## config.mk

```make
export PLATFORM = sky130hd
export DESIGN_NAME = pci_parity_unit
export DESIGN_NICKNAME = d
export VERILOG_FILES = /design/src/rtl/pci_par_pkg.sv /design/src/rtl/par_tree.sv /design/src/rtl/par_drive.sv /design/src/rtl/par_check.sv /design/src/rtl/par_status.sv /design/src/rtl/pci_parity_unit.sv
export SDC_FILE = /design/constraint.sdc
export NUM_CORES = 1
export LEC_CHECK = 0
export BUFFER_PORTS_ARGS = -buffer_cell sky130_fd_sc_hd__buf_2
export CAP_MARGIN = 15
export CELL_PAD_IN_SITES_DETAIL_PLACEMENT = 0
export CELL_PAD_IN_SITES_GLOBAL_PLACEMENT = 2
export CORE_UTILIZATION = 17
export DETAILED_ROUTE_END_ITERATION = 8
export PLACE_DENSITY_LB_ADDON = 0.25
export SYNTH_ARGS = -nofsm -noshare
export SYNTH_HDL_FRONTEND = slang
export SYNTH_SLANG_ARGS = --single-unit
```

## constraint.sdc

```tcl
create_clock -name clk -period 1.8 [get_ports clk]
set_input_delay 0.09 -clock clk [delete_from_list [all_inputs] [get_ports clk]]
set_output_delay 0.09 -clock clk [all_outputs]
set_load 0.01 [all_outputs]
```

## src/rtl/pci_par_pkg.sv

```systemverilog
// Shared definitions for the PCI parity block.
// Assumes an 8-bit lane per command/byte-enable bit.
package pci_par_pkg;
    typedef enum logic {
        ROLE_TGT  = 1'b0,
        ROLE_INIT = 1'b1
    } role_e;

    // Index of each sticky error source in the status array
    localparam int SRC_DET = 0;
    localparam int SRC_RCV = 1;
    localparam int NSRC    = 2;

    localparam int LANE_W  = 8;
endpackage

```

## src/rtl/par_tree.sv

```systemverilog
// Parity tree: XOR of every data bit and every byte-enable bit.
// Each lane folds its data byte with its enable bit, and the lanes are then combined.
// Assumes DATA_W is a multiple of the lane width. Byte enables never mask a lane.
module par_tree
    import pci_par_pkg::*;
#(
    parameter int DATA_W = 32,
    localparam int LANES = DATA_W / LANE_W
) (
    input  logic [DATA_W-1:0] data,
    input  logic [LANES-1:0]  be_n,
    output logic              par
);
    logic [LANES-1:0] lane_par;

    genvar g;
    generate
        for (g = 0; g < LANES; g++) begin : g_lane
            // fold one byte lane with its enable bit
            assign lane_par[g] = (^data[g*LANE_W +: LANE_W]) ^ be_n[g];
        end
    endgenerate

    assign par = ^lane_par;
endmodule

```

## src/rtl/par_drive.sv

```systemverilog
// Parity output path: registers the computed parity and the drive decision.
// Both reach the bus one clock after the phase they cover.
// Assumes the role and direction inputs are valid in every address and data phase.
module par_drive
    import pci_par_pkg::*;
(
    input  logic clk,
    input  logic rst_n,
    input  logic par_calc,
    input  logic addr_phase,
    input  logic data_phase,
    input  logic is_init,
    input  logic is_write,
    output logic par_out,
    output logic par_oe
);
    role_e role;
    logic  drive_data;
    logic  drive_now;

    // decode who owns the parity line this cycle
    always_comb begin
        role       = role_e'(is_init);
        drive_data = (role == ROLE_INIT) ? is_write : !is_write;
        drive_now  = (addr_phase && role == ROLE_INIT) || (data_phase && drive_data);
    end

    // delay parity and its enable by one clock
    always_ff @(posedge clk) begin
        if (!rst_n) begin
            par_out <= 1'b0;
            par_oe  <= 1'b0;
        end else begin
            par_out <= par_calc;
            par_oe  <= drive_now;
        end
    end


    tgt_no_drive_chk: assert property (@(posedge clk) disable iff (!rst_n)
        (!is_init && (is_write || !data_phase)) |=> !par_oe);


    init_addr_drive_chk: assert property (@(posedge clk) disable iff (!rst_n)
        (addr_phase && is_init) |=> par_oe);
endmodule

```

## src/rtl/par_check.sv

```systemverilog
// Receive-side check: arms on a completed target-write data phase and compares
// par_in one clock later. It then drives the error line low for one clock and
// high for one clock before release. Assumes xfer_done is valid only in data phases.
module par_check (
    input  logic clk,
    input  logic rst_n,
    input  logic par_calc,
    input  logic par_in,
    input  logic data_phase,
    input  logic xfer_done,
    input  logic is_init,
    input  logic is_write,
    output logic err_evt,
    output logic perr_n_out,
    output logic perr_oe
);
    logic arm;
    logic pend;
    logic exp_par;
    logic drv_low;
    logic drv_high;

    // arm only on a completed data phase written to this target
    always_comb begin
        arm     = data_phase && xfer_done && !is_init && is_write;
        err_evt = pend && (par_in != exp_par);
    end

    // hold the expected parity and sequence the error drive
    always_ff @(posedge clk) begin
        if (!rst_n) begin
            pend     <= 1'b0;
            exp_par  <= 1'b0;
            drv_low  <= 1'b0;
            drv_high <= 1'b0;
        end else begin
            pend     <= arm;
            if (arm) exp_par <= par_calc;
            drv_low  <= err_evt;
            drv_high <= drv_low && !err_evt;
        end
    end

    assign perr_oe    = drv_low || drv_high;
    assign perr_n_out = !drv_low;


    perr_hold_chk: assert property (@(posedge clk) disable iff (!rst_n)
        (perr_oe && !perr_n_out) |=> perr_oe);


    perr_release_chk: assert property (@(posedge clk) disable iff (!rst_n)
        (perr_oe && perr_n_out) |=> (!perr_oe || !perr_n_out));


    low_needs_arm_chk: assert property (@(posedge clk) disable iff (!rst_n)
        (perr_oe && !perr_n_out) |-> $past(pend));
endmodule

```

## src/rtl/par_status.sv

```systemverilog
// Sticky error status with write-one-to-clear pulses and NMI/SMI request routing.
// A set beats a clear in the same cycle. A reported error is ignored while this
// block drives the line itself.
module par_status
    import pci_par_pkg::*;
(
    input  logic clk,
    input  logic rst_n,
    input  logic det_set,
    input  logic perr_low_in,
    input  logic own_drive,
    input  logic clr_det,
    input  logic clr_rcv,
    input  logic en_det,
    input  logic en_rcv,
    input  logic smi_det,
    input  logic smi_rcv,
    output logic sts_det,
    output logic sts_rcv,
    output logic irq_nmi,
    output logic irq_smi
);
    logic [NSRC-1:0] set_v;
    logic [NSRC-1:0] clr_v;
    logic [NSRC-1:0] en_v;
    logic [NSRC-1:0] smi_v;
    logic [NSRC-1:0] sts_q;
    logic [NSRC-1:0] req_nmi;
    logic [NSRC-1:0] req_smi;

    // gather per-source controls
    always_comb begin
        set_v[SRC_DET] = det_set;
        set_v[SRC_RCV] = perr_low_in && !own_drive;
        clr_v = {clr_rcv, clr_det};
        en_v  = {en_rcv, en_det};
        smi_v = {smi_rcv, smi_det};
    end

    genvar g;
    generate
        for (g = 0; g < NSRC; g++) begin : g_src
            // sticky bit: set has priority over clear
            always_ff @(posedge clk) begin
                if (!rst_n)        sts_q[g] <= 1'b0;
                else if (set_v[g]) sts_q[g] <= 1'b1;
                else if (clr_v[g]) sts_q[g] <= 1'b0;
            end

            assign req_nmi[g] = sts_q[g] && en_v[g] && !smi_v[g];
            assign req_smi[g] = sts_q[g] && en_v[g] &&  smi_v[g];


            sticky_chk: assert property (@(posedge clk) disable iff (!rst_n)
                (sts_q[g] && !clr_v[g]) |=> sts_q[g]);


            set_wins_chk: assert property (@(posedge clk) disable iff (!rst_n)
                set_v[g] |=> sts_q[g]);
        end
    endgenerate

    assign sts_det = sts_q[SRC_DET];
    assign sts_rcv = sts_q[SRC_RCV];
    assign irq_nmi = |req_nmi;
    assign irq_smi = |req_smi;


    irq_source_chk: assert property (@(posedge clk) disable iff (!rst_n)
        (irq_nmi || irq_smi) |-> (sts_det || sts_rcv));
endmodule

```

## src/rtl/pci_parity_unit.sv

```systemverilog
// Top of the PCI parity block. One parity tree feeds the output path and the
// receive checker, and the checker's error event and the bus error line feed the status.
// Assumes phase, role and direction come from the bus transfer state machine.
module pci_parity_unit #(
    parameter int DATA_W = 32,
    localparam int BE_W = DATA_W / 8
) (
    input  logic              clk,
    input  logic              rst_n,
    input  logic [DATA_W-1:0] ad_in,
    input  logic [BE_W-1:0]   cbe_n_in,
    input  logic              addr_phase,
    input  logic              data_phase,
    input  logic              xfer_done,
    input  logic              is_initiator,
    input  logic              is_write,
    input  logic              par_in,
    input  logic              perr_n_in,
    input  logic              clr_det,
    input  logic              clr_rcv,
    input  logic              irq_en_det,
    input  logic              irq_en_rcv,
    input  logic              smi_sel_det,
    input  logic              smi_sel_rcv,
    output logic              par_out,
    output logic              par_oe,
    output logic              perr_n_out,
    output logic              perr_oe,
    output logic              sts_det,
    output logic              sts_rcv,
    output logic              irq_nmi,
    output logic              irq_smi
);
    logic par_calc;
    logic err_evt;

    par_tree #(.DATA_W(DATA_W)) u_tree (
        .data (ad_in),
        .be_n (cbe_n_in),
        .par  (par_calc)
    );

    par_drive u_drive (
        .clk        (clk),
        .rst_n      (rst_n),
        .par_calc   (par_calc),
        .addr_phase (addr_phase),
        .data_phase (data_phase),
        .is_init    (is_initiator),
        .is_write   (is_write),
        .par_out    (par_out),
        .par_oe     (par_oe)
    );

    par_check u_check (
        .clk        (clk),
        .rst_n      (rst_n),
        .par_calc   (par_calc),
        .par_in     (par_in),
        .data_phase (data_phase),
        .xfer_done  (xfer_done),
        .is_init    (is_initiator),
        .is_write   (is_write),
        .err_evt    (err_evt),
        .perr_n_out (perr_n_out),
        .perr_oe    (perr_oe)
    );

    par_status u_status (
        .clk         (clk),
        .rst_n       (rst_n),
        .det_set     (err_evt),
        .perr_low_in (!perr_n_in),
        .own_drive   (perr_oe),
        .clr_det     (clr_det),
        .clr_rcv     (clr_rcv),
        .en_det      (irq_en_det),
        .en_rcv      (irq_en_rcv),
        .smi_det     (smi_sel_det),
        .smi_rcv     (smi_sel_rcv),
        .sts_det     (sts_det),
        .sts_rcv     (sts_rcv),
        .irq_nmi     (irq_nmi),
        .irq_smi     (irq_smi)
    );


    reset_quiet_chk: assert property (@(posedge clk)
        !rst_n |=> (!par_oe && !perr_oe && perr_n_out && !sts_det && !sts_rcv));
endmodule

```

==> impl_metrics.tcl <==
set metrics [dict create \
    status "finished clean" \
    fill_cells 376 \
    grt_antenna_before_repair 0 \
    combPwrFrac 0.506 \
    ctsHoldBuffers 0 \
    track_usage 0.0733 \
    drv_slew 0 \
    cp.arrival_ns 1.43 \
    timing.fmax_ghz 0.778 \
    drt_iter0_drc 4 \
    grt_pass1_wl_um 2270 \
    post_cts_buffers 0 \
    synthesis.area_um2 621 \
    worstReg2RegEnd "u_check.drv_high" \
    worst-r2r-cell-count 3 \
    synth_fa_ha_area_frac 0 \
    cpMaxStageDelayCell "xnor3_1" \
    initial_core_util 0.182 \
    tightestPinTransition_ns 0.225 \
    max_slew_margin 0.849 \
    cts_sinks 8 \
    cp_slowest_stage_delay_ns 0.42 \
    first_global_vias 605 \
    die_y_um 62.4 \
    p_total_mw 0.682 \
    vias 640 \
    hp-class "input pin to flip-flop" \
    cts_buffer_depth 2 \
    synth_top_family_by_area "XOR/XNOR gates" \
    fin_nets 181 \
    p_leak_nw 0.471 \
    switching_share 0.298 \
    synth-xor-area-share 0.530 \
    drtPass1Iterations 2 \
    clockPowerShare 0.204 \
    ys_seq_area_frac 0.258 \
    period_minus_slack_ns 1.29 \
    postCtsResizedCells 0 \
    startpoint "ad_in[31]" \
    cap_violations 0 \
    internal-power_mw 0.479 \
    gp_congestion 0.606 \
    drc 0 \
    path_cells "buf_2 > xnor2_1 > xnor2_1 > xnor2_1 > xnor3_1 > xnor2_1 > a21oi_1" \
    cts-root-buf "clkbuf_4" \
    gr-total-overflow 0 \
    postLayoutCellArea_um2 991 \
    async_reset_ff_frac 0 \
    hpwl_um 1220 \
    numCtsBuffers 3 \
    final_common_cell "buf_2" \
    tritoncts "yes" \
    numPortBuffers 58 \
    grt_start_max_net_pins 9 \
    tns_ns 0 \
    ff2ff_setup_slack_ns 0.90 \
    worstSetupEndpoint "u_check.exp_par" \
    coreArea_um2 3420 \
    seqPwrFrac 0.290 \
    rows 21 \
    regArea_um2 160 \
    final_cell_mix "buf_2, xnor2_1, dfxtp_1" \
    via_per_inst 3.68 \
    ys_warn_count 0 \
    die_w_um 62.4 \
    final-setup-viol-count 0 \
    path_common_cell "xnor2_1" \
    worstPathMaxFanout 2 \
    hold_viol 0 \
    ys_ff_latch 8 \
    synth-simple-area-share 0.143 \
    syn2layout_area_growth_pct 59.7 \
    start_kind "input pin" \
    rsz0062_at_grt "no" \
    cts-htree-levels 1 \
    synthFlopType "dfxtp_1" \
    clock_latency_ns 0.25 \
    powerDensity_nw_per_um2 688 \
    die_area_um2 3900 \
    worstSetupPathType "input pin to flip-flop" \
    synth_area_per_cell_um2 9.26 \
    ys_types 20 \
    antennaDiodeCount 0 \
    drt-total-wl_um 1330 \
    synth_cells 67 \
    post-route-period-util 0.714 \
    cts.clk_slew.worst_paths_ns 0.05 \
    cp-end-kind "flip-flop" \
    worst_clock_skew_ns 0.000779 \
    synthMuxAreaShare 0 \
    synth_enable_flop_cells 0 \
    required_ns 1.94 \
    r2r_start "u_check.exp_par" \
    wl_per_cell_um 7.66 \
    multi_input_area_um2 457 \
    final_layout_size_suffix_gt1_frac 0.484 \
    synth_compound_area_frac 0.0625 \
    peakVddDrop_uv 179 \
    antenna_left 0 \
    syn_nets 118 \
    switchingPower_mw 0.203 \
    place_area_um2 968 \
    ioPinCount 59 \
]
cell families after synthesis:
logic type	count (synthesis)
and+or+nand+nor	16
AOI/OAI and AO/OA	6
DFF	8
xor gates and xnor gates	36
buffers and inverters	1
cell type report:
| class | instances | area share |
|---|---|---|
| Clock buffer | 3 | 0.0227 |
| Timing Repair Buffer | 58 | 0.293 |
| Tap cell | 46 | 0.0581 |
| Multi-Input combinational cell | 58 | 0.461 |
| Sequential cell | 8 | 0.162 |
| Inverter | 1 | 0.00379 |
synth_stat cells (all sizes together), types with 2 or more instances:
cell type | n | area share
and3 | 2 | 0.020
nor2b | 3 | 0.030
dfxtp | 8 | 0.26
xor2 | 4 | 0.056
nand2 | 4 | 0.024
nand3 | 2 | 0.016
xnor2 | 31 | 0.44
metal layers:
layer / global-route usage / vias to the layer above / wire length (um)
met1: 0.0808 / 267 / 552
met2: 0.124 / 30 / 645
met5: 0 / - / 0
li1: - / 339 / -
met3: 0.0109 / 4 / 97
met4: 0.0610 / 0 / 36
state kept, by name (all words and copies together), names as in the netlist:
name / cells
u_check.drv_low: 1
u_check.exp_par: 1
u_check.pend: 1
u_status.sts_det: 1
u_status.sts_rcv: 1
u_drive.par_out: 1
u_drive.par_oe: 1
u_check.drv_high: 1
power by group through the flow:
stage	registers [mW]	logic [mW]	clock network [mW]
finish	0.198	0.346	0.139
global route	0.198	0.379	0.157
CTS	0.198	0.353	0.152
detailed placement	0.201	0.353	0
global placement	0.201	0.348	0
floorplan	0.208	0.245	0
through the flow:
step	worst slack (ns)	utilization	std cells	hold slack (ns)
6_report	0.515	0.290	174	0.111
5_1_grt	0.441	0.290	174	0.118
2_1_floorplan	0.479	-	67	0.208
3_5_place_dp	0.243	0.284	171	0.387
4_1_cts	0.508	0.290	174	0.107
3_3_place_gp	0.270	0.284	171	0.372
critical path: cells and delay by family:
family,cells,cell delay [ns]
xor gates and xnor gates,5,1.14
buffers and inverters,1,0.10
AOI/OAI and AO/OA,1,0.09
worst min-delay path by stage:
stage | start | to | slack, ns | cells after the start
after floorplan | rst_n | u_status.sts_rcv | 0.21 | 1
after CTS | clr_det | u_status.sts_det | 0.11 | 3
final | clr_det | u_status.sts_det | 0.11 | 3
after detailed placement | clr_det | u_status.sts_det | 0.39 | 3
after global placement | clr_det | u_status.sts_det | 0.37 | 3
after global routing | clr_det | u_status.sts_det | 0.12 | 3
Note: power is estimated with default switching activity, not from simulation.
